File: src/rtl/mul_pkg.sv
package mul_pkg;
  typedef enum logic [1:0] {
    MS_IDLE = 2'd0,
    MS_RUN  = 2'd1,
    MS_HOLD = 2'd2
  } mul_state_e;
endpackage

File: src/rtl/mul_ctrl.sv
module mul_ctrl
  import mul_pkg::*;
#(
  parameter int unsigned STEPS = 16,
  localparam int unsigned CNT_W = (STEPS > 1) ? $clog2(STEPS) : 1
) (
  input  logic clk_i,
  input  logic rst_ni,
  input  logic start_i,
  output logic load_o,
  output logic step_o,
  output logic done_o
);

  mul_state_e       state_q;
  logic [CNT_W-1:0] cnt_q;
  logic             last_step;

  assign last_step = (cnt_q == CNT_W'(STEPS - 1));
  assign load_o    = (state_q == MS_IDLE) && start_i;
  assign step_o    = (state_q == MS_RUN);
  assign done_o    = (state_q == MS_HOLD);

  always_ff @(posedge clk_i or negedge rst_ni) begin
    if (!rst_ni) begin
      state_q <= MS_IDLE;
      cnt_q   <= '0;
    end else begin
      unique case (state_q)
        MS_IDLE: begin
          if (start_i) begin
            state_q <= MS_RUN;
            cnt_q   <= '0;
          end
        end
        MS_RUN: begin
          if (last_step) begin
            state_q <= MS_HOLD;
            cnt_q   <= '0;
          end else begin
            cnt_q <= cnt_q + 1'b1;
          end
        end
        MS_HOLD: begin
          if (!start_i) state_q <= MS_IDLE;
        end
        default: state_q <= MS_IDLE;
      endcase
    end
  end


  done_hold_chk: assert property (@(posedge clk_i) disable iff (!rst_ni)
    (done_o && start_i) |=> done_o);


  done_release_chk: assert property (@(posedge clk_i) disable iff (!rst_ni)
    (done_o && !start_i) |=> (!done_o && !step_o));


  idle_quiet_chk: assert property (@(posedge clk_i) disable iff (!rst_ni)
    (!done_o && !step_o && !start_i) |=> (!done_o && !step_o));


  last_step_chk: assert property (@(posedge clk_i) disable iff (!rst_ni)
    $rose(done_o) |-> $past(step_o));

endmodule

File: src/rtl/mul_pp_sum.sv
module mul_pp_sum #(
  parameter int unsigned RES_W        = 32,
  parameter int unsigned ADDS_PER_CYC = 1
) (
  input  logic [RES_W-1:0]        mcand_i,
  input  logic [ADDS_PER_CYC-1:0] bits_i,
  output logic [RES_W-1:0]        sum_o
);

  logic [RES_W-1:0] pp [ADDS_PER_CYC];

  for (genvar j = 0; j < ADDS_PER_CYC; j++) begin : g_pp
    assign pp[j] = bits_i[j] ? (mcand_i << j) : '0;
  end

  always_comb begin
    sum_o = '0;
    for (int j = 0; j < ADDS_PER_CYC; j++) sum_o = sum_o + pp[j];
  end

endmodule

File: src/rtl/mul_acc.sv
module mul_acc #(
  parameter int unsigned OP_W         = 16,
  parameter int unsigned ADDS_PER_CYC = 1,
  localparam int unsigned RES_W = 2 * OP_W
) (
  input  logic             clk_i,
  input  logic             rst_ni,
  input  logic             load_i,
  input  logic             step_i,
  input  logic [OP_W-1:0]  a_i,
  input  logic [OP_W-1:0]  b_i,
  output logic [RES_W-1:0] result_o
);

  logic [RES_W-1:0] mcand_q;
  logic [OP_W-1:0]  mplier_q;
  logic [RES_W-1:0] acc_q;
  logic [RES_W-1:0] addend;

  mul_pp_sum #(
    .RES_W       (RES_W),
    .ADDS_PER_CYC(ADDS_PER_CYC)
  ) i_pp_sum (
    .mcand_i(mcand_q),
    .bits_i (mplier_q[ADDS_PER_CYC-1:0]),
    .sum_o  (addend)
  );

  always_ff @(posedge clk_i or negedge rst_ni) begin
    if (!rst_ni) begin
      mcand_q  <= '0;
      mplier_q <= '0;
      acc_q    <= '0;
    end else if (load_i) begin
      mcand_q  <= {{OP_W{1'b0}}, a_i};
      mplier_q <= b_i;
      acc_q    <= '0;
    end else if (step_i) begin
      acc_q    <= acc_q + addend;
      mcand_q  <= mcand_q << ADDS_PER_CYC;
      mplier_q <= mplier_q >> ADDS_PER_CYC;
    end
  end

  assign result_o = acc_q;

  // a step whose selected multiplier bits are all zero leaves the sum alone
  zero_bits_skip_chk: assert property (@(posedge clk_i) disable iff (!rst_ni)
    (step_i && !load_i && (mplier_q[ADDS_PER_CYC-1:0] == '0)) |=> $stable(result_o));

  // the sum is frozen outside capture and accumulation
  acc_frozen_chk: assert property (@(posedge clk_i) disable iff (!rst_ni)
    (!step_i && !load_i) |=> $stable(result_o));

endmodule

File: src/rtl/shift_add_mul.sv
module shift_add_mul #(
  parameter int unsigned OP_W         = 16,
  parameter int unsigned ADDS_PER_CYC = 1,
  localparam int unsigned RES_W = 2 * OP_W,
  localparam int unsigned STEPS = OP_W / ADDS_PER_CYC
) (
  input  logic             clk_i,
  input  logic             rst_ni,
  input  logic             start_i,
  input  logic [OP_W-1:0]  a_i,
  input  logic [OP_W-1:0]  b_i,
  output logic [RES_W-1:0] result_o,
  output logic             done_o
);

  logic load, step;

  mul_ctrl #(.STEPS(STEPS)) i_ctrl (
    .clk_i  (clk_i),
    .rst_ni (rst_ni),
    .start_i(start_i),
    .load_o (load),
    .step_o (step),
    .done_o (done_o)
  );

  mul_acc #(
    .OP_W        (OP_W),
    .ADDS_PER_CYC(ADDS_PER_CYC)
  ) i_acc (
    .clk_i   (clk_i),
    .rst_ni  (rst_ni),
    .load_i  (load),
    .step_i  (step),
    .a_i     (a_i),
    .b_i     (b_i),
    .result_o(result_o)
  );

  // Checker state: operands seen at capture and edges since capture
  logic [OP_W-1:0] chk_a_q, chk_b_q;
  logic [7:0]      chk_lat_q;

  always_ff @(posedge clk_i or negedge rst_ni) begin
    if (!rst_ni) begin
      chk_a_q   <= '0;
      chk_b_q   <= '0;
      chk_lat_q <= '0;
    end else if (load) begin
      chk_a_q   <= a_i;
      chk_b_q   <= b_i;
      chk_lat_q <= '0;
    end else if (chk_lat_q != 8'hFF) begin
      chk_lat_q <= chk_lat_q + 8'd1;
    end
  end


  product_chk: assert property (@(posedge clk_i) disable iff (!rst_ni)
    done_o |-> (result_o == ({{OP_W{1'b0}}, chk_a_q} * {{OP_W{1'b0}}, chk_b_q})));


  latency_chk: assert property (@(posedge clk_i) disable iff (!rst_ni)
    $rose(done_o) |-> (chk_lat_q == 8'(STEPS)));

endmodule

File: config.mk
export PLATFORM = sky130hd
export DESIGN_NAME = shift_add_mul
export DESIGN_NICKNAME = d
export VERILOG_FILES = /design/src/rtl/mul_pkg.sv /design/src/rtl/mul_ctrl.sv /design/src/rtl/mul_pp_sum.sv /design/src/rtl/mul_acc.sv /design/src/rtl/shift_add_mul.sv
export SDC_FILE = /design/constraint.sdc
export NUM_CORES = 1
export LEC_CHECK = 0
export ABC_CLOCK_PERIOD_IN_PS = 3200
export BUFFER_PORTS_ARGS = -buffer_cell sky130_fd_sc_hd__buf_2
export CORE_MARGIN = 2
export CORE_UTILIZATION = 41
export DETAILED_ROUTE_END_ITERATION = 6
export HOLD_SLACK_MARGIN = 0.08
export SYNTH_ARGS = -nofsm -noshare
export SYNTH_HDL_FRONTEND = slang
export SYNTH_SLANG_ARGS = --single-unit
export TNS_END_PERCENT = 30
File: constraint.sdc
create_clock -name clk_i -period 3.2 [get_ports clk_i]
set_input_delay 0.32 -clock clk_i [delete_from_list [all_inputs] [get_ports clk_i]]
set_output_delay 0.32 -clock clk_i [all_outputs]
set_load 0.01 [all_outputs]
# Word level (Yosys, flattened, before mapping)
# Cells that the tools add are included.
# word_totals
register_bits	86
output_inout_bits	33
word_cells	33
# op_classes
addsub	2
n_eq_ne	6
muxes	14
n_reduce_logical	6
# op_table
operator	n
two-way mux 32 bit	5
adder 32 bit	1
two-way mux 16 bit	2
two-way mux 4 bit	2
one-hot mux 4 bit (2 select lines)	1
two-way mux 2 bit	3
inequality test 2 bit (second input constant)	3
one-hot mux 2 bit (3 select lines)	1
adder 4 x 1 -> 4 bit (second input constant)	1
== test 4 bit (second input constant)	1
nonzero test 2 bit	2
AND reduction 3 bit	1
== test 2 x 1 -> 1 bit (second input constant)	1
== test 2 bit (second input constant)	1
logical NOT 2 bit	1
AND reduction 2 bit	1
logical AND 1 bit	1

# Depth between registers and ports, before layout
# logic_depth
depth_word	4
depth_mapped	11
depth_no_buf	11

# Cells and area by module
# A second synthesis with hierarchy kept.
# unflattened
hier_cells	582
area_unflattened_um2	5496.5
# modules_own_cells
mod	instances	cells_per_inst	area_per_inst_um2	seq_area_each_um2
mul_acc	1	516	4951.0	2001.9
mul_ctrl	1	31	290.3	150.1
mul_pp_sum	1	35	255.2	0.0

# Worst setup path after synthesis
# No wires, ideal clock.
# synth_timing
kind	register to register
startpoint	register i_acc.mplier_q[0]
endpoint	register i_acc.acc_q[25] (netlist: i_acc.result_o[25])
setup_ps	69
arrival_ps	2548
slack_ps	583
path_stages_with_launch	11
n_path_buf	2
period_less_slack_ps	2617
path_cell_list	dfrtp_1 clkbuf_1 and2_1 ha_1 clkbuf_1 nand4_1 a211o_1 a21o_1 a41o_1 or4_1 nand3_1
# synth_via
elab_chain_len	4
# synth_lines
item	line_no	text
start: declaration	mul_acc.sv:16	logic [OP_W-1:0] mplier_q;
start signal: assignment	mul_acc.sv:36	mplier_q <= b_i;
start signal: assignment	mul_acc.sv:41	mplier_q <= mplier_q >> ADDS_PER_CYC;
two-way mux 32 bit	mul_pp_sum.sv:13	assign pp[j] = bits_i[j] ? (mcand_i << j) : '0;
adder 32 bit	mul_acc.sv:39	acc_q <= acc_q + addend;
two-way mux 32 bit	mul_acc.sv:38	end else if (step_i) begin
two-way mux 32 bit	mul_acc.sv:34	end else if (load_i) begin
end signal: assignment	mul_acc.sv:39	
end: declaration	mul_acc.sv:17	logic [RES_W-1:0] acc_q;
# Every way passes these cells. The select of a mux whose other input is x is not followed.
# A chain may end at the register's enable or synchronous reset.

# Worst setup path in the final report
# layout_timing
startpoint	register i_acc.mplier_q[0]
endpoint	register i_acc.acc_q[24] (netlist: i_acc.result_o[24])
# The elaborated chain is that of the path after synthesis.

==> results by group <==
Floorplanning
  – Initial core utilization: 42.1%
  – Top Ports: 68
  – Die Wd: 118 um
  – Core area: 12,600 um^2
  – Row Count: 41
  – Die Height: 118 um
  – Die Footprint: 13,900 um^2

Yosys
  – Mux cell area share after synthesis: 0.189%
  – Syn Nets: 666
  – Post-synthesis area per instance: 8.88 um^2
  – Mapped Cells: 598
  – Xor/xnor share of the synthesized area: 3.63%
  – Post-Synth Adder-Cell Area: 7.92%
  – Top_reg_cell synth: dfrtp_1
  – Post-synth EDFFs: 0
  – Post-Syn Area: 5310 um^2
  – Flops & latches, synth: 86
  – Sequential area share after synthesis: 40.5%
  – Synth Warn #: 0
  – Asr flop ratio synth: 100%
  – Main combinational cell family by area after synthesis: compound AO/OA/AOI/OAI gates
  – Yosys cell types: 49
  – Post-synthesis compound-gate area fraction: 27.6%
  – Synth Area in Simple Gates: 16.8%

Clock network
  – CTS tree: yes
  – Clock transition at path regs: 0.06 ns
  – Worst-skew pair later-pin latency: 0.34 ns
  – Post-CTS Setup Inserts: 0
  – Number of CTS-inserted buffers: 9
  – H-tree levels: 3
  – Post-CTS resize count: 0
  – Clk Tree Root Cell: clkbuf_16
  – Sink Count: 86
  – Max clock buf depth: 2
  – Post-CTS Hold Buffers: 0

Placement
  – Final GP Congestion: 0.911
  – Pre-CTS WS: 0.297 ns
  – DPL Wire Length: 9.63 mm
  – # port buffers: 67

Power
  – Pwr Total: 5290 uW
  – VDD IR max: 0.000605 V
  – Lkg Pwr: 0.00278 uW
  – P per Cell Area: 864 nW/um^2

Global route
  – Largest net degree at the start of global routing: 87
  – Global-route wire length before repair: 22.9 mm
  – Gr usage total: 20.0%
  – Initial antenna violation count: 0
  – Vias in the first global route: 4,557
  – Congestion Overflow GR: 0

Worst setup path
  – Crit Path Max Fanout: 30
  – Worst setup SP type: register
  – Setup Crit Path Kind: register to register
  – Critical Path RT: 3.39 ns
  – WP data arrival: 3.11 ns
  – Reg2reg path depth: 10
  – Critical Path End Type: register

Routing
  – Residual DRC: 0
  – DRT iter0 DRCs: 264
  – Routed Antenna Nets: 0
  – DRT Pass-1 Iters: 5
  – Drt total wl: 13.5 mm
  – Via count: 4,690
  – Routed vias/inst: 5.68
  – WL/cell: 16.3 um

Final layout
  – Layout cell share with drive strength beyond 1: 14.8%
  – Number of diodes: 0
  – Fin nets: 717
  – Area grow syn2layout: 15.3%
  – Fin util: 48.5%
  – Fillers: 1,235

STA
  – Setup TNS: 0 ns
  – Final WS setup: 0.275 ns
  – Fin crit period: 2.92 ns
  – Setup Skew: 0.00616 ns
  – Slew @ Worst Pin: 0.819 ns
  – Final setup vio count: 0
  – Tcrit/Tclk final: 91.4%
  – Fin. max-slew vios: 0
  – Final-report hold violation count: 0
  – Slew headroom: 45.4%
  – RSZ-0062 raised after global routing: no
  – FMAX: 0.342 GHz

Job
  – Max-Cap Viols: 0

Worst hold path
  – Min-delay worst type: primary input to async pin

Run status
  – Status: completed
cells by family after synthesis:
family | count (synthesis)
buffers and inverters | 46
xor gates and xnor gates | 22
adders and majority gates | 33
AOI/OAI and AO/OA | 223
muxes | 1
and+or+nand+nor | 187
DFF | 86
flip-flops by register name, indices dropped and copies added, names as in the netlist:
name and cells:
i_acc.mcand_q 32, i_acc.mplier_q 16, i_acc.result_o 32, i_ctrl.cnt_q 4, i_ctrl.state_q 2
cells in the mapped netlist (2+ instances only):
library cell | number | share of area (%)
o21bai_1 | 3 | 0.42
o21ai_0 | 67 | 6.3
a22o_1 | 22 | 3.6
a211oi_1 | 5 | 0.71
a31oi_1 | 2 | 0.24
nand3_1 | 8 | 0.75
clkbuf_1 | 33 | 2.3
a21oi_1 | 35 | 3.3
buf_2 | 3 | 0.28
and3_1 | 2 | 0.24
dfrtp_1 | 86 | 41
a32o_1 | 3 | 0.57
xor2_1 | 11 | 1.8
inv_1 | 6 | 0.42
o21a_1 | 6 | 0.85
nor2_1 | 22 | 1.6
a41oi_1 | 2 | 0.33
buf_1 | 4 | 0.28
or4_1 | 2 | 0.28
nor4_1 | 2 | 0.24
nand4_1 | 7 | 0.82
o31ai_1 | 7 | 0.99
a21o_1 | 10 | 1.4
nor3_1 | 4 | 0.38
or3_1 | 3 | 0.35
a211o_1 | 4 | 0.66
o21ai_1 | 4 | 0.38
a22oi_1 | 33 | 4.7
a21boi_0 | 2 | 0.28
nor2b_1 | 7 | 0.82
xnor2_1 | 11 | 1.8
o211a_1 | 2 | 0.38
nand2b_1 | 11 | 1.3
o2111ai_1 | 2 | 0.33
o211ai_1 | 6 | 0.85
nand2_1 | 85 | 6.0
and2_1 | 33 | 3.9
ha_1 | 32 | 7.5
report_power, final:
part / switching [uW] / total (uW) / internal, uW
clock network: 419 / 966 / 547
registers: 365 / 1890 / 1530
logic: 1410 / 2430 / 1020
worst max-delay path: stages (launching register included):
cell      delay [ns]
dfrtp_1         0.43
buf_12          0.18
and2_1          0.16
ha_1            0.33
o21ai_0         0.24
a21oi_2         0.09
o311ai_0        0.48
o211ai_1        0.27
o22ai_1         0.34
xor2_1          0.16
o21ai_0         0.08
metal layers:
metal	track usage [%]	part of all wire, %	vias up
li1	-	-	2284
met2	31.7	47	112
met1	28.1	48	2287
met5	0	0	-
met3	3.29	4.7	7
met4	6.02	0.80	0
path summary, 6_finish.rpt:
kind / start / end / slack, ns
setup / recovery: i_acc.mplier_q[0] / i_acc.result_o[24] / 0.28
hold / removal: rst_ni / i_acc.result_o[16] / 0.07
hold reg to reg: i_acc.mplier_q[14] / i_acc.mplier_q[14] / 0.49
setup reg to reg: i_acc.mplier_q[0] / i_acc.result_o[24] / 0.28
min in group clk_i: a_i[0] / i_acc.mcand_q[0] / 0.20
max in group asynchronous: rst_ni / i_acc.mcand_q[11] / 2.42
metrics by stage:
| step | cells | hold slack, ns | area (um^2) |
|---|---|---|---|
| finish | 826 | 0.0684 | 6120 |
| global route | 826 | 0.146 | 6120 |
| CTS | 826 | 0.0999 | 6120 |
| detailed placement | 810 | 0.473 | 5850 |
| global placement | 810 | 0.462 | 5850 |
| floorplan | 598 | 0.0244 | 5310 |
area by class of cell:
| class | instances | area, um^2 | share of cell area [%] |
|---|---|---|---|
| Clock inverter | 3 | 20.0 | 0.327 |
| Multi-Input combinational cell | 466 | 3000 | 49.0 |
| Clock buffer | 13 | 250 | 4.09 |
| Sequential cell | 86 | 2150 | 35.2 |
| Timing Repair Buffer | 80 | 460 | 7.52 |
| Inverter | 6 | 22.5 | 0.368 |
| Tap cell | 172 | 215 | 3.52 |
placed cells by master, fill, tap and decap left out, types with 12 or more instances in the layout:
cell	instances
dfrtp_1	86
nand2_1	85
o21ai_0	67
buf_2	66
a21oi_1	34
and2_1	33
a22oi_1	33
ha_1	32
a22o_1	22
nor2_1	22
buf_4	12
Power figures use the tool's default switching activity.
